$ cat src/rtl/resp_enc_pkg.sv
package resp_enc_pkg;

  typedef enum logic [3:0] {
    ST_IDLE,
    ST_WAIT,
    ST_SOF_Q,
    ST_SOF_M,
    ST_SOF_B1,
    ST_SOF_B2,
    ST_BIT_H1,
    ST_BIT_H2,
    ST_EOF_B1,
    ST_EOF_B2,
    ST_EOF_M,
    ST_EOF_Q
  } enc_state_t;

  // SEG_TONE: carrier/32 subcarrier; SEG_ALT: silence or carrier/28 subcarrier
  typedef enum logic {SEG_TONE, SEG_ALT} seg_kind_t;

  typedef struct packed {
    logic two_sub;
    logic rate_high;
    logic fast;
  } enc_cfg_t;

endpackage

$ cat src/rtl/resp_delay_timer.sv
module resp_delay_timer #(
  parameter int RESP_DELAY = 4352
) (
  input  logic clk,
  input  logic rst,
  input  logic start,
  output logic fire
);
  localparam int DLY_W = $clog2(RESP_DELAY + 1);
  localparam logic [DLY_W-1:0] FIRE_AT = DLY_W'(RESP_DELAY - 2);

  logic             running;
  logic [DLY_W-1:0] cnt;

  assign fire = running && (cnt == FIRE_AT);

  always_ff @(posedge clk) begin
    if (rst) begin
      running <= 1'b0;
      cnt     <= '0;
    end else if (start) begin
      running <= 1'b1;
      cnt     <= '0;
    end else if (running) begin
      cnt <= cnt + 1'b1;
      if (fire) running <= 1'b0;
    end
  end

  // the delay expires once and the timer stops
  assert_fire_single_R1: assert property (@(posedge clk) disable iff (rst)
    fire |=> !running);
  // counting advances one step per cycle while running
  assert_count_step_R1: assert property (@(posedge clk) disable iff (rst)
    (running && !fire && !start) |=> (cnt == $past(cnt) + 1'b1));

endmodule

$ cat src/rtl/resp_frame_seq.sv
module resp_frame_seq
  import resp_enc_pkg::*;
(
  input  logic       clk,
  input  logic       rst,
  input  logic       req_end,
  input  enc_cfg_t   cfg_in,
  input  logic [7:0] byte_data,
  input  logic       byte_last,
  input  logic       fire,
  input  logic       seg_last,
  output logic       tmr_start,
  output seg_kind_t  seg_kind,
  output logic       seg_triple,
  output logic       active,
  output enc_cfg_t   cfg_q,
  output logic       byte_take
);
  enc_state_t state;
  logic [7:0] shreg;
  logic [2:0] bitcnt;
  logic       last_q;
  logic       take_q;
  logic       cur_bit;

  assign cur_bit   = shreg[0];
  assign tmr_start = (state == ST_IDLE) && req_end;
  assign active    = (state != ST_IDLE) && (state != ST_WAIT);
  assign byte_take = take_q;

  always_comb begin
    seg_kind   = SEG_ALT;
    seg_triple = 1'b0;
    unique case (state)
      ST_SOF_Q:  begin seg_kind = SEG_ALT;  seg_triple = 1'b1; end
      ST_SOF_M:  begin seg_kind = SEG_TONE; seg_triple = 1'b1; end
      ST_SOF_B1: seg_kind = SEG_ALT;
      ST_SOF_B2: seg_kind = SEG_TONE;
      ST_BIT_H1: seg_kind = cur_bit ? SEG_ALT : SEG_TONE;
      ST_BIT_H2: seg_kind = cur_bit ? SEG_TONE : SEG_ALT;
      ST_EOF_B1: seg_kind = SEG_TONE;
      ST_EOF_B2: seg_kind = SEG_ALT;
      ST_EOF_M:  begin seg_kind = SEG_TONE; seg_triple = 1'b1; end
      ST_EOF_Q:  begin seg_kind = SEG_ALT;  seg_triple = 1'b1; end
      default:   ;
    endcase
  end

  always_ff @(posedge clk) begin
    if (rst) begin
      state  <= ST_IDLE;
      shreg  <= '0;
      bitcnt <= '0;
      last_q <= 1'b0;
      cfg_q  <= '0;
      take_q <= 1'b0;
    end else begin
      take_q <= 1'b0;
      unique case (state)
        ST_IDLE: if (req_end) begin
          state <= ST_WAIT;
          cfg_q <= cfg_in;
        end
        ST_WAIT: if (fire) begin
          state  <= ST_SOF_Q;
          shreg  <= byte_data;
          last_q <= byte_last;
          bitcnt <= '0;
          take_q <= 1'b1;
        end
        ST_SOF_Q:  if (seg_last) state <= ST_SOF_M;
        ST_SOF_M:  if (seg_last) state <= ST_SOF_B1;
        ST_SOF_B1: if (seg_last) state <= ST_SOF_B2;
        ST_SOF_B2: if (seg_last) state <= ST_BIT_H1;
        ST_BIT_H1: if (seg_last) state <= ST_BIT_H2;
        ST_BIT_H2: if (seg_last) begin
          if (bitcnt == 3'd7) begin
            if (last_q) begin
              state <= ST_EOF_B1;
            end else begin
              state  <= ST_BIT_H1;
              shreg  <= byte_data;
              last_q <= byte_last;
              bitcnt <= '0;
              take_q <= 1'b1;
            end
          end else begin
            state  <= ST_BIT_H1;
            shreg  <= {1'b0, shreg[7:1]};
            bitcnt <= bitcnt + 1'b1;
          end
        end
        ST_EOF_B1: if (seg_last) state <= ST_EOF_B2;
        ST_EOF_B2: if (seg_last) state <= ST_EOF_M;
        ST_EOF_M:  if (seg_last) state <= ST_EOF_Q;
        ST_EOF_Q:  if (seg_last) state <= ST_IDLE;
        default:   state <= ST_IDLE;
      endcase
    end
  end

  // each byte is acknowledged by a single-cycle pulse
  assert_take_pulse_R8: assert property (@(posedge clk) disable iff (rst)
    take_q |=> !take_q);
  // a request end during a reply never re-arms the delay
  assert_req_ignored_R10: assert property (@(posedge clk) disable iff (rst)
    (active && req_end) |=> (state != ST_WAIT));
  // latched selection is frozen outside idle
  assert_cfg_hold_R11: assert property (@(posedge clk) disable iff (rst)
    (state != ST_IDLE) |=> $stable(cfg_q));

endmodule

$ cat src/rtl/resp_seg_gen.sv
module resp_seg_gen
  import resp_enc_pkg::*;
#(
  parameter int TONE_DIV = 32,
  parameter int ALT_DIV  = 28,
  parameter int HALF_STD = 8,
  parameter int LOW_MUL  = 4
) (
  input  logic      clk,
  input  logic      rst,
  input  logic      active,
  input  seg_kind_t kind,
  input  logic      triple,
  input  enc_cfg_t  cfg,
  output logic      wave,
  output logic      seg_last
);
  localparam int HALF_SH = HALF_STD;
  localparam int HALF_SL = HALF_STD * LOW_MUL;
  localparam int HALF_FH = HALF_SH / 2;
  localparam int HALF_FL = HALF_SL / 2;
  localparam int MAX_CYC = 3 * (HALF_SL + HALF_SL / 8);
  localparam int CYC_W   = $clog2(MAX_CYC + 1);
  localparam int PH_W    = $clog2(TONE_DIV);

  localparam logic [PH_W-1:0] TONE_M1 = PH_W'(TONE_DIV - 1);
  localparam logic [PH_W-1:0] ALT_M1  = PH_W'(ALT_DIV - 1);
  localparam logic [PH_W-1:0] TONE_HF = PH_W'(TONE_DIV / 2);
  localparam logic [PH_W-1:0] ALT_HF  = PH_W'(ALT_DIV / 2);

  logic             two_eff;
  logic             alt_two;
  logic [CYC_W-1:0] half_c;
  logic [CYC_W-1:0] base_c;
  logic [CYC_W-1:0] cyc_c;
  logic [PH_W-1:0]  per_m1;
  logic [PH_W-1:0]  per_hf;
  logic [PH_W-1:0]  ph;
  logic [CYC_W-1:0] sc;
  logic             ph_last;

  assign two_eff = cfg.two_sub && !cfg.fast;
  assign alt_two = (kind == SEG_ALT) && two_eff;

  always_comb begin
    unique case ({cfg.fast, cfg.rate_high})
      2'b00:   half_c = CYC_W'(HALF_SL);
      2'b01:   half_c = CYC_W'(HALF_SH);
      2'b10:   half_c = CYC_W'(HALF_FL);
      default: half_c = CYC_W'(HALF_FH);
    endcase
  end

  assign base_c  = alt_two ? (half_c + (half_c >> 3)) : half_c;
  assign cyc_c   = triple ? (base_c + (base_c << 1)) : base_c;
  assign per_m1  = alt_two ? ALT_M1 : TONE_M1;
  assign per_hf  = alt_two ? ALT_HF : TONE_HF;
  assign ph_last = (ph == per_m1);
  assign seg_last = active && ph_last && (sc == cyc_c - 1'b1);
  assign wave    = active && ((kind == SEG_TONE) || two_eff) && (ph < per_hf);

  always_ff @(posedge clk) begin
    if (rst || !active || seg_last) begin
      ph <= '0;
      sc <= '0;
    end else if (ph_last) begin
      ph <= '0;
      sc <= sc + 1'b1;
    end else begin
      ph <= ph + 1'b1;
    end
  end

  // phase stays inside the selected subcarrier period
  assert_phase_range_R2: assert property (@(posedge clk) disable iff (rst)
    active |-> (ph <= per_m1));
  // subcarrier period count never exceeds the segment length
  assert_count_range_R5: assert property (@(posedge clk) disable iff (rst)
    active |-> (sc < cyc_c));

endmodule

$ cat src/rtl/resp_encoder.sv
module resp_encoder
  import resp_enc_pkg::*;
#(
  parameter int RESP_DELAY = 4352,
  parameter int TONE_DIV   = 32,
  parameter int ALT_DIV    = 28,
  parameter int HALF_STD   = 8,
  parameter int LOW_MUL    = 4
) (
  input  logic       clk,
  input  logic       rst,
  input  logic       req_end,
  input  logic       sel_two_sub,
  input  logic       sel_rate_high,
  input  logic       sel_fast,
  input  logic [7:0] byte_data,
  input  logic       byte_last,
  output logic       byte_take,
  output logic       mod_out,
  output logic       busy
);
  enc_cfg_t  cfg_in;
  enc_cfg_t  cfg_q;
  logic      tmr_start;
  logic      fire;
  logic      seg_last;
  seg_kind_t seg_kind;
  logic      seg_triple;
  logic      active;
  logic      wave;
  logic      mod_q;
  logic      busy_q;

  assign cfg_in = '{two_sub: sel_two_sub, rate_high: sel_rate_high, fast: sel_fast};

  resp_delay_timer #(.RESP_DELAY(RESP_DELAY)) u_tmr (
    .clk   (clk),
    .rst   (rst),
    .start (tmr_start),
    .fire  (fire)
  );

  resp_frame_seq u_seq (
    .clk        (clk),
    .rst        (rst),
    .req_end    (req_end),
    .cfg_in     (cfg_in),
    .byte_data  (byte_data),
    .byte_last  (byte_last),
    .fire       (fire),
    .seg_last   (seg_last),
    .tmr_start  (tmr_start),
    .seg_kind   (seg_kind),
    .seg_triple (seg_triple),
    .active     (active),
    .cfg_q      (cfg_q),
    .byte_take  (byte_take)
  );

  resp_seg_gen #(
    .TONE_DIV (TONE_DIV),
    .ALT_DIV  (ALT_DIV),
    .HALF_STD (HALF_STD),
    .LOW_MUL  (LOW_MUL)
  ) u_gen (
    .clk      (clk),
    .rst      (rst),
    .active   (active),
    .kind     (seg_kind),
    .triple   (seg_triple),
    .cfg      (cfg_q),
    .wave     (wave),
    .seg_last (seg_last)
  );

  always_ff @(posedge clk) begin
    if (rst) begin
      mod_q  <= 1'b0;
      busy_q <= 1'b0;
    end else begin
      mod_q  <= wave;
      busy_q <= active;
    end
  end

  assign mod_out = mod_q;
  assign busy    = busy_q;

  // no load modulation outside a reply
  assert_quiet_when_idle_R9: assert property (@(posedge clk) disable iff (rst)
    !busy_q |-> !mod_q);

endmodule

$ cat config.mk
export PLATFORM = sky130hd
export DESIGN_NAME = resp_encoder
export DESIGN_NICKNAME = d
export VERILOG_FILES = /design/src/rtl/resp_enc_pkg.sv /design/src/rtl/resp_delay_timer.sv /design/src/rtl/resp_frame_seq.sv /design/src/rtl/resp_seg_gen.sv /design/src/rtl/resp_encoder.sv
export SDC_FILE = /design/constraint.sdc
export NUM_CORES = 1
export LEC_CHECK = 0
export ABC_AREA = 1
export BUFFER_PORTS_ARGS = -buffer_cell sky130_fd_sc_hd__buf_4
export CAP_MARGIN = 20
export CORE_MARGIN = 2
export CORE_UTILIZATION = 35
export DETAILED_ROUTE_END_ITERATION = 6
export PLACE_DENSITY = 0.54
export SYNTH_ARGS = -nofsm -noshare
export SYNTH_HDL_FRONTEND = slang
export SYNTH_HIERARCHICAL = 1
export SYNTH_SLANG_ARGS = --single-unit
$ cat constraint.sdc
create_clock -name clk -period 8.8 [get_ports clk]
set_input_delay 1.32 -clock clk [delete_from_list [all_inputs] [get_ports clk]]
set_output_delay 1.32 -clock clk [all_outputs]
set_load 0.02 [all_outputs]
* After elaboration in Yosys (flattened, before gate mapping)
Index checks and enable logic that the tools add are counted.
Storage, ports and cells: output and inout port bits 3, input bits 15, register bits 48, logic and storage cells 128
Operators by class: equality and inequality tests 32, $lt $le $gt $ge 1, add/subtract/negate cells 7, reduce and logical (&&, ||, !) cells 26, bitwise logic cells 1, mux-type cells 47
Operators with widths (count):
- 4-bit two-way mux | 14
- 4-bit case mux with 12 select lines | 1
- 8-bit two-way mux | 4
- 2-bit by 1-bit inequality test with 1-bit output, second input constant | 11
- 6-bit case mux with 3 select lines | 1
- 4-bit by 3-bit == test with 1-bit output, second input constant | 4
- 4-bit == test, second input constant | 4
- 8-bit case mux with 2 select lines | 1
- 3-bit two-way mux | 5
- 1-bit two-way mux | 14
- 7-bit two-way mux | 2
- 13-bit by 1-bit adder with 13-bit output, second input constant | 1
- 13-bit == test, second input constant | 1
- 12-bit AND reduction | 1
- 1-bit logical AND | 9
- 4-bit by 2-bit == test with 1-bit output, second input constant | 2
- 4-bit AND reduction | 2
- 4-bit OR reduction | 2
- 6-bit by 3-bit adder with 7-bit output | 1
- 7-bit by 1-bit adder with 7-bit output, second input constant | 1
- 7-bit adder | 1
- 7-bit == test | 1
- 7-bit by 1-bit subtractor with 7-bit output, second input constant | 1
- 3-bit case mux with 2 select lines | 1
- 23 further kinds | 29

* Depth between registers and ports, before layout
Gate-level depths: netlist of the first run.
depth after elaboration 12, mapped depth 29, mapped depth without buffers 28

* Hierarchy
The synthesis of the first run kept the hierarchy.
By module, submodules not included:
- resp_frame_seq | times used 1, area each 1209.9 um^2, seq. area each 400.4 um^2, cells an instance 189
- resp_seg_gen | times used 1, area each 1198.6 um^2, seq. area each 240.2 um^2, cells an instance 184
- resp_delay_timer | times used 1, area each 706.9 um^2, seq. area each 280.3 um^2, cells an instance 104
- resp_encoder | times used 1, area each 55.1 um^2, seq. area each 40.0 um^2, cells an instance 6

* Least setup slack after synthesis of the first run
Ideal clock, no wire load.
path kind register to register, from register u_seq.state[2], to register u_seq.shreg[1], data arrival time 3.632 ns, path buffers 1, cell stages (with the launch flop) 26, data required time 8.686 ns, setup time 0.114 ns, clock period less this slack 3.746 ns, slack 5.054 ns, path through dfxtp_1 -> inv_1 -> nor2_1 -> nand2_2 -> o221ai_1 -> nand3_4 -> nor2_4 -> ha_1 -> or2_0 -> nand2_1 -> ha_1 -> nand2_1 -> nand2_1 -> nor3b_1 -> nand3_1 -> nor2_1 -> nand3_1 -> nor3_1 -> inv_1 -> nand2_4 -> nand2_2 -> inv_2 -> nand2_4 -> buf_8 -> nor2_1 -> nor2_2
Between the ends: cells in the longest elaborated chain, start to end 12, elaborated cells on any way between the ends 32, classes of those cells 2 x add/sub; 15 x eq/ne; 6 x mux; 9 x reduce/logical
RTL lines:
- start, declared | line resp_frame_seq.sv:19 | enc_state_t state;
- start signal, assigned | line resp_frame_seq.sv:51 | state <= ST_IDLE;
- start signal, assigned | line resp_frame_seq.sv:61 | state <= ST_WAIT;
- start signal, assigned | line resp_frame_seq.sv:65 | state <= ST_SOF_Q;
- 4-bit by 2-bit == test with 1-bit output (tied with other cells) | line resp_frame_seq.sv:34 | unique case (state)
- 4-bit OR reduction (no line)
- 1-bit case mux with 3 select lines (*) | line resp_frame_seq.sv:34
- named net seg_kind | line resp_encoder.sv:27 | seg_kind_t seg_kind;
- 1-bit logical AND (*) | line resp_seg_gen.sv:43 | assign alt_two = (kind == SEG_ALT) && two_eff;
- 7-bit two-way mux | line resp_seg_gen.sv:54 | assign base_c = alt_two ? (half_c + (half_c >> 3)) : half_c;
- 7-bit adder | line resp_seg_gen.sv:55 | assign cyc_c = triple ? (base_c + (base_c << 1)) : base_c;
- 7-bit two-way mux | line resp_seg_gen.sv:55
- 7-bit by 1-bit subtractor with 7-bit output | line resp_seg_gen.sv:59 | assign seg_last = active && ph_last && (sc == cyc_c - 1'b1);
- 7-bit == test | line resp_seg_gen.sv:59
- 1-bit logical AND (*) | line resp_seg_gen.sv:59
- named net seg_last | line resp_encoder.sv:26 | logic seg_last;
- 2-bit by 1-bit inequality test with 1-bit output (no line) (*)
- 4-bit AND reduction (no line) (*)
- end signal, assigned | line resp_frame_seq.sv:66 | shreg <= byte_data;
- end signal, assigned | line resp_frame_seq.sv:82 | shreg <= byte_data;
- end signal, assigned | line resp_frame_seq.sv:89 | shreg <= {1'b0, shreg[7:1]};
- end, declared | line resp_frame_seq.sv:20 | logic [7:0] shreg;
Mark *: on every way through the listed nets, which the timed path passes. The rest lies on a longest branch. A chain may end at the register's enable or synchronous reset.

* Worst setup path in the final report of the first run
from register u_seq.state[2], to register u_seq.bitcnt[0]
Between the ends: cells in the longest elaborated chain, start to end 12, elaborated cells on any way between the ends 32, classes of those cells 2 x add/sub; 15 x eq/ne; 6 x mux; 9 x reduce/logical
RTL lines:
- 4-bit by 2-bit == test with 1-bit output (tied with other cells) | line resp_frame_seq.sv:34
- 4-bit OR reduction (no line)
- 1-bit case mux with 3 select lines (*) | line resp_frame_seq.sv:34
- named net seg_kind | line resp_encoder.sv:27
- 1-bit logical AND (*) | line resp_seg_gen.sv:43
- 7-bit two-way mux | line resp_seg_gen.sv:54
- 7-bit adder | line resp_seg_gen.sv:55
- 7-bit two-way mux | line resp_seg_gen.sv:55
- 7-bit by 1-bit subtractor with 7-bit output | line resp_seg_gen.sv:59
- 7-bit == test | line resp_seg_gen.sv:59
- 1-bit logical AND (*) | line resp_seg_gen.sv:59
- named net seg_last | line resp_encoder.sv:26
- 2-bit by 1-bit inequality test with 1-bit output (no line) (*)
- 4-bit AND reduction (no line) (*)
- end signal, assigned | line resp_frame_seq.sv:90 | bitcnt <= bitcnt + 1'b1;
- end, declared | line resp_frame_seq.sv:21 | logic [2:0] bitcnt;
Marked as above.

==> results of run 1 <==
metal layers:
metal	vias up	wire, um
li1	1559	-
met1	1229	3394
met2	35	2887
met3	6	218
met4	0	65
met5	-	0
layout make-up:
cell class / instances / area, sq um
Clock buffer: 8 / 90.09
Fill cell: 936 / 5275
Inverter: 74 / 279.0
Multi-Input combinational cell: 357 / 1896
Sequential cell: 48 / 960.9
Tap cell: 108 / 135.1
Timing Repair Buffer: 17 / 127.6
cells by family (layout without fill, tap and decap cells):
kind of cell | after synthesis | count (layout) | share of synthesized area [%]
AND/OR/NAND/NOR | 283 | 283 | 42.34
AO/OA/AOI/OAI | 49 | 49 | 8.604
adder cells (fa/ha/maj) | 16 | 16 | 6.314
XOR/XNOR | 8 | 8 | 2.210
buffers and inverters | 78 | 99 | 9.905
flip-flops | 48 | 48 | 30.31
multiplexers | 1 | 1 | 0.3157
stage by stage:
| stage | hold WS [ps] | area [sq um] | worst slack [ps] | utilization [%] | std cells |
|---|---|---|---|---|---|
| final | 449.7 | 3488 | 4562 | 39.81 | 612 |
| after global routing | 483.2 | 3488 | 3966 | 39.81 | 612 |
| after CTS | 458.8 | 3488 | 4571 | 39.81 | 612 |
| after detailed placement | 438.8 | 3398 | 4596 | 38.78 | 604 |
| after global placement | 433.5 | 3398 | 4711 | 38.78 | 604 |
| after floorplan | 417.5 | 3171 | 5054 | - | 483 |
layout by cell type (no fill, tap or decap), drive strengths merged:
master and n:
ha 16, mux2i 1, nand2 138, buf 17, xnor2 1, dfxtp 48, nand3 44, clkbuf 8
a21oi 20, or2 3, o221ai 1, nor2 79, o22ai 1, and2 2, nor3b 1, inv 71
nor3 6, a22oi 1, o21ai 25, clkinv 3, nand3b 3, nand4 7, a31oi 1, xor2 7
power by group through the flow:
| stage | registers, uW | clock network (uW) | logic, uW |
|---|---|---|---|
| final | 278 | 136 | 357 |
| after global routing | 282 | 152 | 416 |
| after global placement | 283 | 0 | 356 |
| after detailed placement | 283 | 0 | 357 |
| after floorplan | 278 | 0 | 296 |
| after CTS | 278 | 142 | 359 |
flip-flops by register name, summed over array words and instances (netlist names):
name,cells
u_seq/last_q,1
u_seq/bitcnt,3
mod_out,1
u_gen/ph,5
u_seq/state,4
busy,1
u_seq/cfg_q,3
u_tmr/running,1
u_tmr/cnt,13
u_seq/shreg,8
u_seq/byte_take,1
u_gen/sc,7
worst max path at each step:
stage | to | slack, ps
after floorplan | u_seq/shreg[1] | 5050
after global placement | u_seq/bitcnt[0] | 4710
after detailed placement | u_seq/bitcnt[0] | 4600
after CTS | u_seq/bitcnt[1] | 4570
after global routing | u_seq/bitcnt[0] | 3970
final | u_seq/bitcnt[0] | 4560
==> results.py, run 1 <==
metrics = {
    "outcome": {
        "status": "complete, no violations",
    },
    "route": {
        "via_per_inst": 4.623,
        "drt_iter0_drc": 115,
        "drc": 0,
        "routedWlPerCell_um": 10.73,
        "postRouteWirelength_mm": 6.565,
        "via_count": 2829,
        "first_pass_iters": 4,
        "detail-route-antenna-nets": 0,
    },
    "cells_and_area": {
        "area_growth_pct": 10.02,
        "antenna_cells": 0,
        "layout-drive-gt1-share_pct": 14.68,
        "num-nets-final": 534,
    },
    "sta": {
        "slew_viol_final": 0,
        "slew-limit-headroom_pct": 48.86,
        "rsz0062_at_grt": "false",
        "fmax_mhz": 236.0,
        "setup_viol": 0,
        "worst_pin_slew_ps": 764.3,
        "tns_ps": 0,
        "finalHoldViolations": 0,
        "period_share_pct": 48.16,
        "period_minus_slack_ps": 4238,
        "skew_ps": 4.593,
    },
    "pwr": {
        "intPower_uw": 436.1,
        "sequentialPowerShare_pct": 36.0,
        "power.total_uw": 771.2,
        "leakage_uw": 0.001592,
        "p_clk_share_pct": 17.7,
        "switching_share_pct": 43.45,
        "pwr-share-comb_pct": 46.3,
        "peakVddDrop_mv": 0.09020,
        "p_per_area_nw_per_um2": 221.1,
        "p_switching_uw": 335.1,
    },
    "critical_path": {
        "crit_slowest_cell": "dfxtp_1",
        "cp_cell_sequence": "inv_1 > nor2_1 > nand2_2 > o221ai_1 > nand3_4 > nor2_4 > ha_1 > or2_0 > nand2_1 > ha_1 > nand2_1 > nand2_1 > nor3b_1 > nand3_1 > nor2_1 > nand3_1 > nor3_1 > inv_1 > nand2_4 > nand2_2 > inv_2 > nand2_4 > o21ai_0 > nor2_1",
        "crit_family": "simple AND/OR/NAND/NOR gates",
        "critPathBufInv": 3,
        "endpoint_kind": "flip-flop",
        "cp_max_fo": 17,
        "critPathRequiredTime_ps": 9000,
        "slowest_delay_ps": 420,
        "crit_arrival_ps": 4440,
        "setup.worst_path.start_class": "flip-flop",
        "worstSetupStartpoint": "u_seq/state[2]",
        "critical_path_class": "flip-flop to flip-flop",
        "rrSetupSlack_ps": 4560,
        "r2r_end": "u_seq/bitcnt[0]",
        "reg2regPathDepth": 24,
        "r2r-start": "u_seq/state[2]",
        "crit_cells": 24,
    },
    "global_route": {
        "grt_max_degree": 18,
        "grt_pass1_wl_mm": 11.46,
        "grt_use_met2_pct": 23.08,
        "grt_use_total_pct": 13.97,
        "grt_pass1_vias": 2622,
        "top_usage_layer": "met2",
        "antenna_found_initial": 0,
        "grt_overflow": 0,
        "met3_usage_pct": 2.178,
        "grtUsageMet1_pct": 18.94,
    },
    "synth": {
        "synth_largest_type_area_fraction_pct": 30.31,
        "synth_most_common_cell": "nand2_1",
        "yosysTopAreaCell": "dfxtp_1",
        "synthCells": 483,
        "async_flop_share_pct": 0,
        "yosysSeqAreaShare_pct": 30.31,
        "yosys-top-cells-area": "dfxtp_1 (30%), nand2_1 (15%), inv_1 (7.8%)",
        "synth_edf_count": 0,
        "synthFlopType": "dfxtp_1",
        "syn_nets": 514,
        "synth_cell_type_count": 38,
        "synth-seq-cells": 48,
        "synth_warnings": 6,
        "synth_area_per_cell_sq_um": 6.564,
        "synth_common_cells": "nand2_1 (124), inv_1 (66), nor2_1 (59), dfxtp_1 (48), nand3_1 (38)",
        "mappedNetlistArea_sq_um": 3171,
    },
    "clock_network": {
        "clkSlewWorstSetupHoldPaths_ps": 80,
        "cts_tree": "built",
        "cts_resized": 0,
        "htreeDepth": 2,
        "cts-root-buf": "clkbuf_8",
        "clock-sinks": 48,
        "cts_buffers": 5,
        "cts_setup_buffers": 0,
        "cts_hold_buf": 0,
        "clock_latency_ps": 300,
        "cts_max_path_buffers": 2,
    },
    "floorplanning": {
        "initial_core_util_pct": 36.18,
        "die_area_sq_um": 9836,
        "rows": 34,
        "ios": 18,
        "fp.dieH_um": 99.18,
        "core_area_sq_um": 8763,
        "die_w_um": 99.18,
    },
    "place": {
        "hpwl_mm": 5.169,
        "gp_congestion": 0.8624,
        "numPortBuffers": 17,
    },
    "min_path": {
        "hold_depth": 1,
        "hold-path-endpoint": "u_gen/ph[0]",
        "worstHoldPathType": "flip-flop to flip-flop",
        "min_from": "u_gen/ph[0]",
    },
    "flow_run": {
        "maxCapViolCount": 0,
    },
}
Note: power is estimated with default switching activity, not from simulation.
==> run 2, diff against run 1 <==
==> constraint.sdc (replaced) <==
create_clock -name clk -period 4.1 [get_ports clk]
set_input_delay 0.615 -clock clk [delete_from_list [all_inputs] [get_ports clk]]
set_output_delay 0.615 -clock clk [all_outputs]
set_load 0.02 [all_outputs]
==> run 2 against run 1 <==
Final cell count increased by 0.82%. Sequential share of layout area down 0.70 points. Count of clock-buffer cells in the layout decreased by 1. Critical endpoint is now u_seq/state[0]. Utilization increased by 1.3 points. Clock skew hardly changed. Largest cell class unchanged. Sequential power increased by 120%. Setup slack got worse by 4200 ps. Global-route usage rose by 0.24 points. Die area is the same.
==> results.py, run 2 (synthesized netlist as in run 1, its figures left out) <==
metrics = {
    "clock_network": {
        "cts-root-buf": "clkbuf_8",
        "clock_latency_ps": 290,
        "cts_max_path_buffers": 2,
        "cts_hold_buf": 0,
        "clock-sinks": 48,
        "cts_buffers": 5,
        "htreeDepth": 2,
        "clkSlewWorstSetupHoldPaths_ps": 90,
        "cts_tree": "built",
    },
    "sta": {
        "setup_viol": 0,
        "holdWs_ps": 455.5,
        "skew_ps": 4.809,
        "period_share_pct": 91.28,
        "slew_viol_final": 0,
        "fin_ws_ps": 357.4,
        "worst_pin_slew_ps": 709.4,
        "finalHoldViolations": 0,
        "period_minus_slack_ps": 3743,
        "slew-limit-headroom_pct": 52.54,
        "fmax_mhz": 267.2,
        "tns_ps": 0,
    },
    "cells_and_area": {
        "num-nets-final": 539,
        "area_growth_pct": 13.50,
        "fill_cells": 916,
        "antenna_cells": 0,
        "largest_register_ff_count": 13,
        "reg_top3": "u_tmr/cnt (13), u_seq/shreg (8), u_gen/sc (7)",
        "final_common_cell": "nand2_1",
        "regMostFlops": "u_tmr/cnt",
        "layout-drive-gt1-share_pct": 17.29,
        "most-common-layout-cells": "nand2_1 (124), inv_1 (66), nor2_1 (58), dfxtp_1 (44), nand3_1 (38)",
    },
    "flow_run": {
        "maxCapViolCount": 0,
    },
    "critical_path": {
        "endpoint_kind": "flip-flop",
        "r2r_end": "u_seq/state[0]",
        "critPathRequiredTime_ps": 4330,
        "r2r-start": "u_seq/state[2]",
        "crit_arrival_ps": 3970,
        "reg2regPathDepth": 23,
        "cp_max_fo": 6,
        "critical_path_class": "flip-flop to flip-flop",
        "setup.worst_path.start_class": "flip-flop",
        "rrSetupSlack_ps": 360,
    },
    "route": {
        "drt_iter0_drc": 101,
        "first_pass_iters": 5,
        "via_count": 2913,
        "postRouteWirelength_mm": 6.683,
        "detail-route-antenna-nets": 0,
        "drc": 0,
        "via_per_inst": 4.721,
        "routedWlPerCell_um": 10.83,
    },
    "floorplanning": {
        "ios": 18,
        "rows": 34,
        "fp.dieH_um": 99.18,
        "die_w_um": 99.18,
        "core_area_sq_um": 8763,
        "initial_core_util_pct": 36.18,
        "die_area_sq_um": 9836,
    },
    "place": {
        "hpwl_mm": 5.136,
        "gp_congestion": 0.8814,
        "numPortBuffers": 17,
        "post-place-ws_ps": -93.43,
    },
    "global_route": {
        "grt_pass1_wl_mm": 11.67,
        "grt_max_degree": 18,
        "grt_use_total_pct": 14.21,
        "antenna_found_initial": 0,
        "grt_overflow": 0,
        "grt_pass1_vias": 2672,
    },
    "outcome": {
        "status": "complete, no violations",
    },
    "pwr": {
        "p_per_area_nw_per_um2": 490.6,
        "peakVddDrop_mv": 0.2038,
        "leakage_uw": 0.001646,
        "power.total_uw": 1765,
    },
    "min_path": {
        "worstHoldPathType": "flip-flop to flip-flop",
        "hold-path-endpoint": "u_gen/ph[0]",
        "min_from": "u_gen/ph[0]",
        "hold_depth": 1,
    },
}
[run 2: cell types whose count changed in the layout (fill, tap and decap cells not counted), sizes merged]
| cell | delta |
|---|---|
| bufinv | +1 |
| buf | +5 |
| clkbuf | -1 |
[run 2: how the worst max path moves through the flow]
stage	from	endpoint	slack [ps]	depth (start not counted)
floorplan	u_seq/state[2]	u_seq/shreg[1]	350	25
global placement	u_seq/state[2]	u_seq/state[0]	120	23
detailed placement	u_seq/state[2]	u_seq/bitcnt[0]	-90	24
CTS	u_seq/state[2]	u_seq/bitcnt[0]	20	24
global route	u_seq/state[2]	u_seq/bitcnt[0]	-70	28
finish	u_seq/state[2]	u_seq/state[0]	360	23
[run 2: area by class of cell]
cell class	instances	area [sq um]	area share, %
Multi-Input combinational cell	357	1927	53.55
Sequential cell	48	965.9	26.84
Inverter	74	279.0	7.754
Timing Repair Buffer	22	165.2	4.590
Tap cell	108	135.1	3.755
Clock buffer	7	96.34	2.677
Clock inverter	1	30.03	0.8345
[run 2: routing by layer]
metal	track usage (%)	part of all wire (%)	up-vias
li1	-	-	1572
met1	19.19	50	1279
met2	23.13	46	56
met3	2.600	3.2	6
met4	4.320	1.3	0
met5	0	0	-
[run 2: through the flow]
stage	instances	area [sq um]	util (%)
after detailed placement	606	3413	38.95
after CTS	614	3546	40.46
after floorplan	483	3171	-
after global placement	606	3413	38.95
after global routing	617	3598	41.06
final	617	3598	41.06
[run 2: where the power goes]
group / leakage [uW] / switching (uW) / internal [uW] / total, uW
combinational: 0.00119 / 524 / 273 / 797
sequential: 0.000391 / 59.6 / 539 / 599
clock: 0.0000645 / 154 / 215 / 369
[run 2: critical path: stages, from the launching register on]
cell and delay [ps]:
dfxtp_2 380, inv_1 80, nor2_2 150, nand2_2 140, o221ai_4 260, nand3_4 130
nor2_4 160, ha_1 230, or2_0 210, nand2_1 110, ha_1 250, nand2_1 70
nand2_1 50, nor3b_1 180, nand3_1 100, nor2_1 120, nand3_1 130, nor3_4 220
nor2_1 80, nor2_1 270, nand2_1 150, nand2_1 80, nand2_1 40, nor2_1 70
[run 2: timing repair]
action	in CTS	in global routing
endpoints found under the setup margin	14	16
buffers inserted	0	3
gates resized for setup	1	9
pin swaps	0	4
